## src/rtl/memclk_retune_pkg.sv

```systemverilog
package memclk_retune_pkg;

    // Bit positions in the control and status words seen by neighbours
    localparam int unsigned SREF_BIT      = 8;
    localparam int unsigned HALT_BIT      = 1;
    localparam int unsigned DLL_RST_BIT   = 24;
    localparam int unsigned DLL_SHIFT_BIT = 25;
    localparam int unsigned DLL_LOCK_BIT  = 16;

    typedef enum logic [3:0] {
        ST_IDLE,
        ST_SREF_IN,
        ST_PARK,
        ST_DLL_HOLD,
        ST_LOAD,
        ST_UNPARK,
        ST_RELOCK,
        ST_SREF_OUT,
        ST_DONE,
        ST_ERR
    } seq_state_e;

endpackage

```

## src/rtl/mcs_band_sel.sv

```systemverilog
module mcs_band_sel #(
    parameter int unsigned FREQ_W   = 20,
    parameter int unsigned N_SETS   = 4,
    parameter int unsigned BASE_KHZ = 24000,
    localparam int unsigned SET_W   = (N_SETS > 1) ? $clog2(N_SETS) : 1
) (
    input  logic [FREQ_W-1:0] freq_i,
    output logic [SET_W-1:0]  idx_o
);
    logic [N_SETS-2:0] above;

    // Band edges double from the base upward
    for (genvar g = 0; g < N_SETS - 1; g++) begin : g_edge
        localparam longint unsigned EDGE = longint'(BASE_KHZ) << g;
        assign above[g] = (64'(freq_i) > EDGE);
    end

    always_comb begin
        idx_o = '0;
        for (int k = 0; k < N_SETS - 1; k++) begin
            idx_o = idx_o + SET_W'(above[k]);
        end
    end
endmodule

```

## src/rtl/mcs_wait_timer.sv

```systemverilog
module mcs_wait_timer #(
    parameter int unsigned TMO_W = 16
) (
    input  logic             clk_i,
    input  logic             rst_ni,
    input  logic             clear_i,
    input  logic [TMO_W-1:0] limit_i,
    output logic             expired_o
);
    logic [TMO_W-1:0] cnt_d, cnt_q;

    assign expired_o = (cnt_q == limit_i);

    always_comb begin
        cnt_d = cnt_q;
        if (clear_i)         cnt_d = '0;
        else if (!expired_o) cnt_d = cnt_q + 1'b1;
    end

    always_ff @(posedge clk_i or negedge rst_ni) begin
        if (!rst_ni) cnt_q <= '0;
        else         cnt_q <= cnt_d;
    end
endmodule

```

## src/rtl/memclk_retune_seq.sv

```systemverilog
module memclk_retune_seq
    import memclk_retune_pkg::*;
#(
    parameter int unsigned FREQ_W   = 20,
    parameter int unsigned TMO_W    = 16,
    parameter int unsigned WORD_W   = 32,
    parameter int unsigned N_SETS   = 4,
    parameter int unsigned BASE_KHZ = 24000,
    localparam int unsigned SET_W   = (N_SETS > 1) ? $clog2(N_SETS) : 1
) (
    input  logic              clk_i,
    input  logic              rst_ni,
    input  logic              start_i,
    input  logic [FREQ_W-1:0] freq_khz_i,
    input  logic [TMO_W-1:0]  tmo_limit_i,
    input  logic [WORD_W-1:0] dram_stat_i,
    input  logic [WORD_W-1:0] dll_stat_i,
    input  logic              xtal_busy_i,
    input  logic              pll_busy_i,
    output logic [WORD_W-1:0] dram_ctl_o,
    output logic [WORD_W-1:0] dll_ctl_o,
    output logic              clk_xtal_sel_o,
    output logic              div_load_o,
    output logic [SET_W-1:0]  tset_o,
    output logic              busy_o,
    output logic              done_o,
    output logic              err_o
);
    typedef struct packed {
        seq_state_e       st;
        logic [SET_W-1:0] tset;
    } seq_regs_t;

    seq_regs_t        r_d, r_q;
    logic [SET_W-1:0] band_idx;
    logic             tmo_hit;
    logic             halted, locked;
    logic             sref_on, dll_hold;

    assign halted = dram_stat_i[HALT_BIT];
    assign locked = dll_stat_i[DLL_LOCK_BIT];

    mcs_band_sel #(
        .FREQ_W   (FREQ_W),
        .N_SETS   (N_SETS),
        .BASE_KHZ (BASE_KHZ)
    ) u_band (
        .freq_i (freq_khz_i),
        .idx_o  (band_idx)
    );

    mcs_wait_timer #(
        .TMO_W (TMO_W)
    ) u_timer (
        .clk_i     (clk_i),
        .rst_ni    (rst_ni),
        .clear_i   (r_d.st != r_q.st),
        .limit_i   (tmo_limit_i),
        .expired_o (tmo_hit)
    );

    // Next-state computation
    always_comb begin
        r_d = r_q;
        unique case (r_q.st)
            ST_IDLE, ST_ERR: begin
                if (start_i) begin
                    r_d.st   = ST_SREF_IN;
                    r_d.tset = band_idx;
                end
            end
            ST_SREF_IN: begin
                if (halted)       r_d.st = ST_PARK;
                else if (tmo_hit) r_d.st = ST_ERR;
            end
            ST_PARK: begin
                if (!xtal_busy_i) r_d.st = ST_DLL_HOLD;
                else if (tmo_hit) r_d.st = ST_ERR;
            end
            ST_DLL_HOLD: r_d.st = ST_LOAD;
            ST_LOAD:     r_d.st = ST_UNPARK;
            ST_UNPARK: begin
                if (!pll_busy_i)  r_d.st = ST_RELOCK;
                else if (tmo_hit) r_d.st = ST_ERR;
            end
            ST_RELOCK: begin
                if (locked)       r_d.st = ST_SREF_OUT;
                else if (tmo_hit) r_d.st = ST_ERR;
            end
            ST_SREF_OUT: begin
                if (!halted)      r_d.st = ST_DONE;
                else if (tmo_hit) r_d.st = ST_ERR;
            end
            ST_DONE: r_d.st = ST_IDLE;
            default: r_d.st = ST_IDLE;
        endcase
    end

    always_ff @(posedge clk_i or negedge rst_ni) begin
        if (!rst_ni) r_q <= '{st: ST_IDLE, tset: '0};
        else         r_q <= r_d;
    end

    // Moore output decode
    always_comb begin
        sref_on = r_q.st inside {ST_SREF_IN, ST_PARK, ST_DLL_HOLD, ST_LOAD,
                                 ST_UNPARK, ST_RELOCK, ST_ERR};
        dll_hold = r_q.st inside {ST_DLL_HOLD, ST_LOAD, ST_UNPARK};
        dram_ctl_o = '0;
        dram_ctl_o[SREF_BIT] = sref_on;
        dll_ctl_o = '0;
        dll_ctl_o[DLL_RST_BIT]   = dll_hold;
        dll_ctl_o[DLL_SHIFT_BIT] = dll_hold;
    end

    assign clk_xtal_sel_o = r_q.st inside {ST_PARK, ST_DLL_HOLD, ST_LOAD};
    assign div_load_o     = (r_q.st == ST_LOAD);
    assign busy_o         = !(r_q.st inside {ST_IDLE, ST_ERR});
    assign done_o         = (r_q.st == ST_DONE);
    assign err_o          = (r_q.st == ST_ERR);
    assign tset_o         = r_q.tset;
endmodule

```

## config.mk

```make
export PLATFORM = sky130hd
export DESIGN_NAME = memclk_retune_seq
export DESIGN_NICKNAME = d
export VERILOG_FILES = /design/src/rtl/memclk_retune_pkg.sv /design/src/rtl/mcs_band_sel.sv /design/src/rtl/mcs_wait_timer.sv /design/src/rtl/memclk_retune_seq.sv
export SDC_FILE = /design/constraint.sdc
export NUM_CORES = 1
export LEC_CHECK = 0
export BUFFER_PORTS_ARGS = -buffer_cell sky130_fd_sc_hd__buf_2
export CAP_MARGIN = 15
export CORE_MARGIN = 2
export CORE_UTILIZATION = 41
export DETAILED_ROUTE_END_ITERATION = 8
export GPL_TIMING_DRIVEN = 0
export PLACE_DENSITY = 0.82
export SLEW_MARGIN = 10
export SYNTH_ARGS = -nofsm -noshare
export SYNTH_HDL_FRONTEND = slang
export SYNTH_SLANG_ARGS = --single-unit
```

## constraint.sdc

```tcl
create_clock -name clk_i -period 2.44 [get_ports clk_i]
set_input_delay 0.122 -clock clk_i [delete_from_list [all_inputs] [get_ports clk_i]]
set_output_delay 0.122 -clock clk_i [all_outputs]
set_load 0.01 [all_outputs]
```

Word level (Yosys, flattened, before mapping) --
Index checks and enable logic that the tools add are counted. W data, S select, Z words.
Storage, ports and cells: flip-flop bits (word level) 22, output and inout bits 71, logic and storage cells 39
Cells by class: add/subtract/negate cells 3, magnitude comparators 3, equality and inequality tests 12, mux-type cells 10, reductions and logical operators 8
Operators by type and width (number):
- $mux W16 | 2
- $pmux W4 S8 | 1
- $mux W4 | 6
- $gt A20 B15 Y1 const B | 1
- $gt A20 B16 Y1 const B | 1
- $gt A20 B17 Y1 const B | 1
- $add A16 B1 Y16 const B | 1
- $eq A16 B16 Y1 | 1
- $eq A4 B3 Y1 const B | 4
- $eq A4 B2 Y1 const B | 2
- $eq A4 B4 Y1 const B | 2
- $reduce_bool A7 Y1 | 1
- $mux W6 | 1
- $reduce_bool A3 Y1 | 2
- $eq A4 B1 Y1 const B | 1
- $logic_not A4 Y1 | 1
- $ne A4 B4 Y1 | 1
- $add A1 B1 Y2 | 1
- $add A2 B1 Y2 | 1
- $ne A2 B1 Y1 const B | 1
- $reduce_and A2 Y1 | 1
- $reduce_bool A2 Y1 | 1
- $reduce_or A2 Y1 | 1
- $logic_not A1 Y1 | 1

Longest topological paths before layout --
depth after elaboration 7, mapped depth 7, depth with buffers taken out 7

Cells and area by module --
Synthesis repeated with hierarchy kept, for this count alone.
Unflattened totals: cell total of the unflattened synthesis 303, area total of the unflattened synthesis 2369.8 µm²
By module, submodules not included:
- memclk_retune_seq | times used 1, cells an instance 154, area an instance 1118.6 µm², seq. area each 150.1 µm²
- mcs_wait_timer | times used 1, cells an instance 116, area an instance 1043.5 µm², seq. area each 400.4 µm²
- mcs_band_sel | times used 1, cells an instance 33, area an instance 207.7 µm², seq. area each 0.0 µm²

Least setup slack after synthesis --
Ideal clock, no wire load.
path type input-to-reg, start point input port freq_khz_i[0], end point register r_q (netlist bit tset_o[0]), setup time 0.125 ns, data arrival time 1.788 ns, setup slack 0.527 ns, stages 7, buffers on the path 0, cell sequence nor4_1 -> nand2_1 -> a41o_1 -> a41oi_1 -> o211ai_1 -> fa_1 -> mux2_2
Between the ends: longest elaborated chain between the ends 3, elaborated cells between the ends (all ways) 5
RTL lines:
- from (decl) | line memclk_retune_seq.sv:14 | input logic [FREQ_W-1:0] freq_khz_i,
- $gt A20 B15 Y1 or $gt A20 B16 Y1 (tied branches) | line mcs_band_sel.sv:15 | assign above[g] = (64'(freq_i) > EDGE);
- $add A1 B1 Y2 | line mcs_band_sel.sv:21 | idx_o = idx_o + SET_W'(above[k]);
- $add A2 B1 Y2 * | line mcs_band_sel.sv:21
- net band_idx[0] | line memclk_retune_seq.sv:35 | logic [SET_W-1:0] band_idx;
- to (signal assigned) | line memclk_retune_seq.sv:100 | if (!rst_ni) r_q <= '{st: ST_IDLE, tset: '0};
- to (signal assigned) | line memclk_retune_seq.sv:101 | else r_q <= r_d;
- to (decl) | line memclk_retune_seq.sv:34 | seq_regs_t r_d, r_q;
The timed path passes the listed nets; every way through them passes the cells marked *. A chain may end at the register's enable or synchronous reset.

Final worst setup path --
start point register u_timer.cnt_q[2], end point register u_timer.cnt_q[5]
Between the ends: longest elaborated chain between the ends 6, elaborated cells between the ends (all ways) 13
RTL lines:
- from (decl) | line mcs_wait_timer.sv:10 | logic [TMO_W-1:0] cnt_d, cnt_q;
- from (signal assigned) | line mcs_wait_timer.sv:22 | else cnt_q <= cnt_d;
- $eq A16 B16 Y1 | line mcs_wait_timer.sv:12 | assign expired_o = (cnt_q == limit_i);
- $mux W4
- $mux W4, on equally long branches
- $pmux W4 S8 | line memclk_retune_seq.sv:65 | unique case (r_q.st)
- $ne A4 B4 Y1 | line memclk_retune_seq.sv:57 | .clear_i (r_d.st != r_q.st),
- $ne A2 B1 Y1 (no source line) or $mux W16 (tied branches)
Parallel ways exist; a longest one is shown, timed or not. The select of a mux whose other input is x is not followed.

==> results by group <==
Outcome
  – Outcome: finished clean

CTS
  – Worst-skew pair later-pin latency: 0.27 ns
  – Clock-pin slew on the worst setup and hold paths: 0.09 ns
  – Root buffer cell: clkbuf_8
  – TritonCTS Buffers: 3
  – Htree depth: 1
  – CTS max path bufs: 2
  – CTS tree: built
  – Clk sinks: 22

GRT
  – First-pass GRT wire length: 8.79 mm
  – Largest net degree at the start of global routing: 23
  – GRT Overall Usage: 16.9%
  – Initial antenna violation count: 0
  – Grt ovf: 0
  – Vias in the first global route: 1940

Synthesis
  – EDFF count, synth: 0
  – FF+latch count, synth: 22
  – Area share of fa/ha/maj cells after synthesis: 1.39%
  – Synthesis Warnings: 0
  – Seq/Total Area, Yosys: 23.5%
  – Largest area contributor in the netlist: dfrtp_1
  – Largest cells by area after synthesis: dfrtp_1 (23%), buf_4 (22%), xnor2_1 (6.0%)
  – Yosys top cell area share: 23.5%
  – Compound-Gate Fraction of Synth Area: 18.7%
  – Simple-Gate Fraction of Synth Area: 19.9%
  – Synth Flop Type: dfrtp_1
  – Netlist Area Pre-Place: 2340 µm²
  – Synth Area in XOR/XNOR: 7.04%
  – Netlist cell types: 56
  – Mux share of post-synthesis cell area: 2.40%
  – Combinational family with the most area after synthesis: buffers and inverters
  – Post-synthesis cell count: 275
  – Syn Area/Cell: 8.53 µm²
  – Asr flop ratio synth: 100%

Drt
  – Wire per inst: 11.8 µm
  – Vias: 2191
  – Drt drc: 0
  – WL final: 5.47 mm
  – Met2 WL: 2.58 mm
  – Met1 wire length: 2.32 mm
  – Post-route ant nets: 0
  – Top Layer Used: met4
  – Router iterations before antenna repair: 4
  – DR iter-0 viols: 123
  – Met3 wire len: 556 µm
  – Via density: 4.72

Worst setup path
  – Setup CP Type: flop to flop
  – Crit path max-delay family: simple AND/OR/NAND/NOR gates
  – Critical-path maximum fanout: 10
  – Worst r2r path cells: 6
  – Required @ worst endpoint: 2.58 ns
  – Crit path launch type: flop
  – Cell chain of the critical path: xnor2_1 > nand4_1 > nor4_4 > o2bb2ai_1 > clkbuf_8 > a211oi_1
  – R2R setup slack: 0.17 ns
  – Bufs and invs on worst path: 1
  – Crit. Startpoint: u_timer.cnt_q[2]
  – Setup crit end kind: flop
  – R2R Path End: u_timer.cnt_q[5]
  – Worst path max stage delay: 0.57 ns
  – Arrival @ worst endpoint: 2.41 ns
  – Reg2reg start: u_timer.cnt_q[2]
  – Crit path max-delay cell type: nor4_4

Cells and area
  – Ant diodes: 0
  – Layout Nets: 500
  – Proportion of layout cells with a drive suffix above 1: 37.2%
  – FF/Latch Area: 551 µm²
  – Post-route design area: 3000 µm²
  – Multi-input logic area: 1390 µm²
  – Area growth syn-to-layout: 28.0%
  – # fillers: 534

STA
  – Setup TNS: 0 ns
  – FMAX: 440 MHz
  – Fin. Hold Viols: 0
  – Final Max Slew Viols: 0
  – RSZ-0062 raised after global routing: false
  – Slew @ Worst Pin: 0.623 ns
  – Headroom to the max-slew limit: 58.5%
  – Fin crit period: 2.27 ns
  – Final setup fails: 0
  – Fin Clk Skew: 0.00497 ns
  – Period Utilization, post-route: 93.1%

Floorplanning
  – Initial Util: 42.6%
  – Die Span Y: 79.6 µm
  – Die W: 79.6 µm
  – Core ar.: 5510 µm²
  – Rows: 27
  – Die Area: 6340 µm²
  – I/O Pins: 176

Power and ir drop
  – PD cells: 686 nW/µm²
  – Leakage power: 0.00142 µW
  – Peak supply drop: 0.458 mV

Placement
  – Placement Cell Area: 2920 µm²
  – PortBufs: 52
  – Post-DP HPWL: 4.20 mm
  – GPL Wtd Cong: 0.944

Run
  – Max cap viols: 0

Hold path
  – Hold crit path type: primary input to flop
  – Hold path endpoint: r_q[3]
  – Hold Path Stages: 3
  – HP Start: dll_stat_i[16]
## cells by family after synthesis
family	after synthesis
flops	22
xor+xnor	18
mux	5
fa+ha+maj	2
compound gates	61
other cells	1
buf+inv	87
simple gates	79
## worst register-to-register path, delay by kind of cell, from the launching register on
kind,cells,cell delay [ns]
compound gates,2,0.44
xor+xnor,1,0.20
buf+inv,1,0.31
flops,1,0.47
simple gates,2,0.72
## registers in the layout (all words and copies together), names as in the netlist
signal	cells
u_timer.cnt_q	16
r_q	4
tset_o	2
## power breakdown
group	switching, µW	total (µW)	internal [µW]
logic	682	1220	541
registers	52.5	479	426
clock network	136	356	220
## how the worst max path moves through the flow
stage	end	slack, ns	cells past startpoint
6_report	u_timer.cnt_q[5]	0.17	6
5_1_grt	u_timer.cnt_q[5]	0.02	6
4_1_cts	u_timer.cnt_q[5]	0.16	6
3_5_place_dp	u_timer.cnt_q[5]	0.19	6
3_3_place_gp	u_timer.cnt_q[5]	0.23	6
2_1_floorplan	tset_o[0]	0.53	7
## cell type report
class,count,area share (%)
Timing Repair Buffer,53,9.00
Multi-Input combinational cell,226,46.2
Inverter,7,0.875
Tap cell,72,3.00
Clock buffer,3,1.38
Buffer,80,20.2
Sequential cell,22,18.3
Clock inverter,1,1.00
## layout by cell type (no fill, tap or decap), drive strengths merged, types with 2 or more instances in the layout
master and count:
xnor2 16, nand4 7, a41oi 2, nand2b 7, xor2 2, or3 10, nand3 6, a211oi 18
a41o 2, conb 61, mux2 2, o211ai 2, a31oi 2, clkbuf 8, nor3 9, nor2 13
mux2i 3, a21oi 7, or4 4, nor4 6, dfrtp 22, buf 127, inv 7, o2bb2ai 2
nand2 10, o21ai 12, o31ai 5
## routing by layer
metal,global-route usage [%],vias to the layer above
met5,0,-
met4,3.28,0
met3,4.19,2
met2,28.7,112
met1,21.9,980
li1,-,1097
## synthesized netlist by cell type (3+ instances only)
| cell type | n |
|---|---|
| buf_6 | 4 |
| inv_1 | 7 |
| nand2_1 | 10 |
| nand2b_1 | 7 |
| buf_4 | 70 |
| o21ai_0 | 12 |
| xnor2_1 | 16 |
| nor2_1 | 13 |
| or3_1 | 9 |
| o31ai_1 | 5 |
| nand3_1 | 6 |
| a21oi_1 | 7 |
| nor4_1 | 4 |
| nor3_1 | 9 |
| nand4_1 | 7 |
| a211oi_1 | 16 |
| dfrtp_1 | 22 |
| clkbuf_1 | 3 |
## through the flow
stage / cells / setup slack, ns / total power (µW) / util, % / hold WS [ns]
after floorplan: 335 / 0.527 / 1400 / - / -0.174
after global placement: 459 / 0.234 / 1670 / 53.0 / 0.125
after detailed placement: 459 / 0.192 / 1690 / 53.0 / 0.132
after CTS: 464 / 0.161 / 2050 / 54.5 / 0.186
after global routing: 464 / 0.0206 / 2200 / 54.5 / 0.196
final: 464 / 0.168 / 2060 / 54.5 / 0.199
## repair_timing
action | 4_1_cts | 5_1_grt
setup buffers | 0 | 0
resized for setup | 0 | 0
hold buffers | 1 | 0
hold endpoints to repair | 22 | 0
Power figures use the tool's default switching activity.
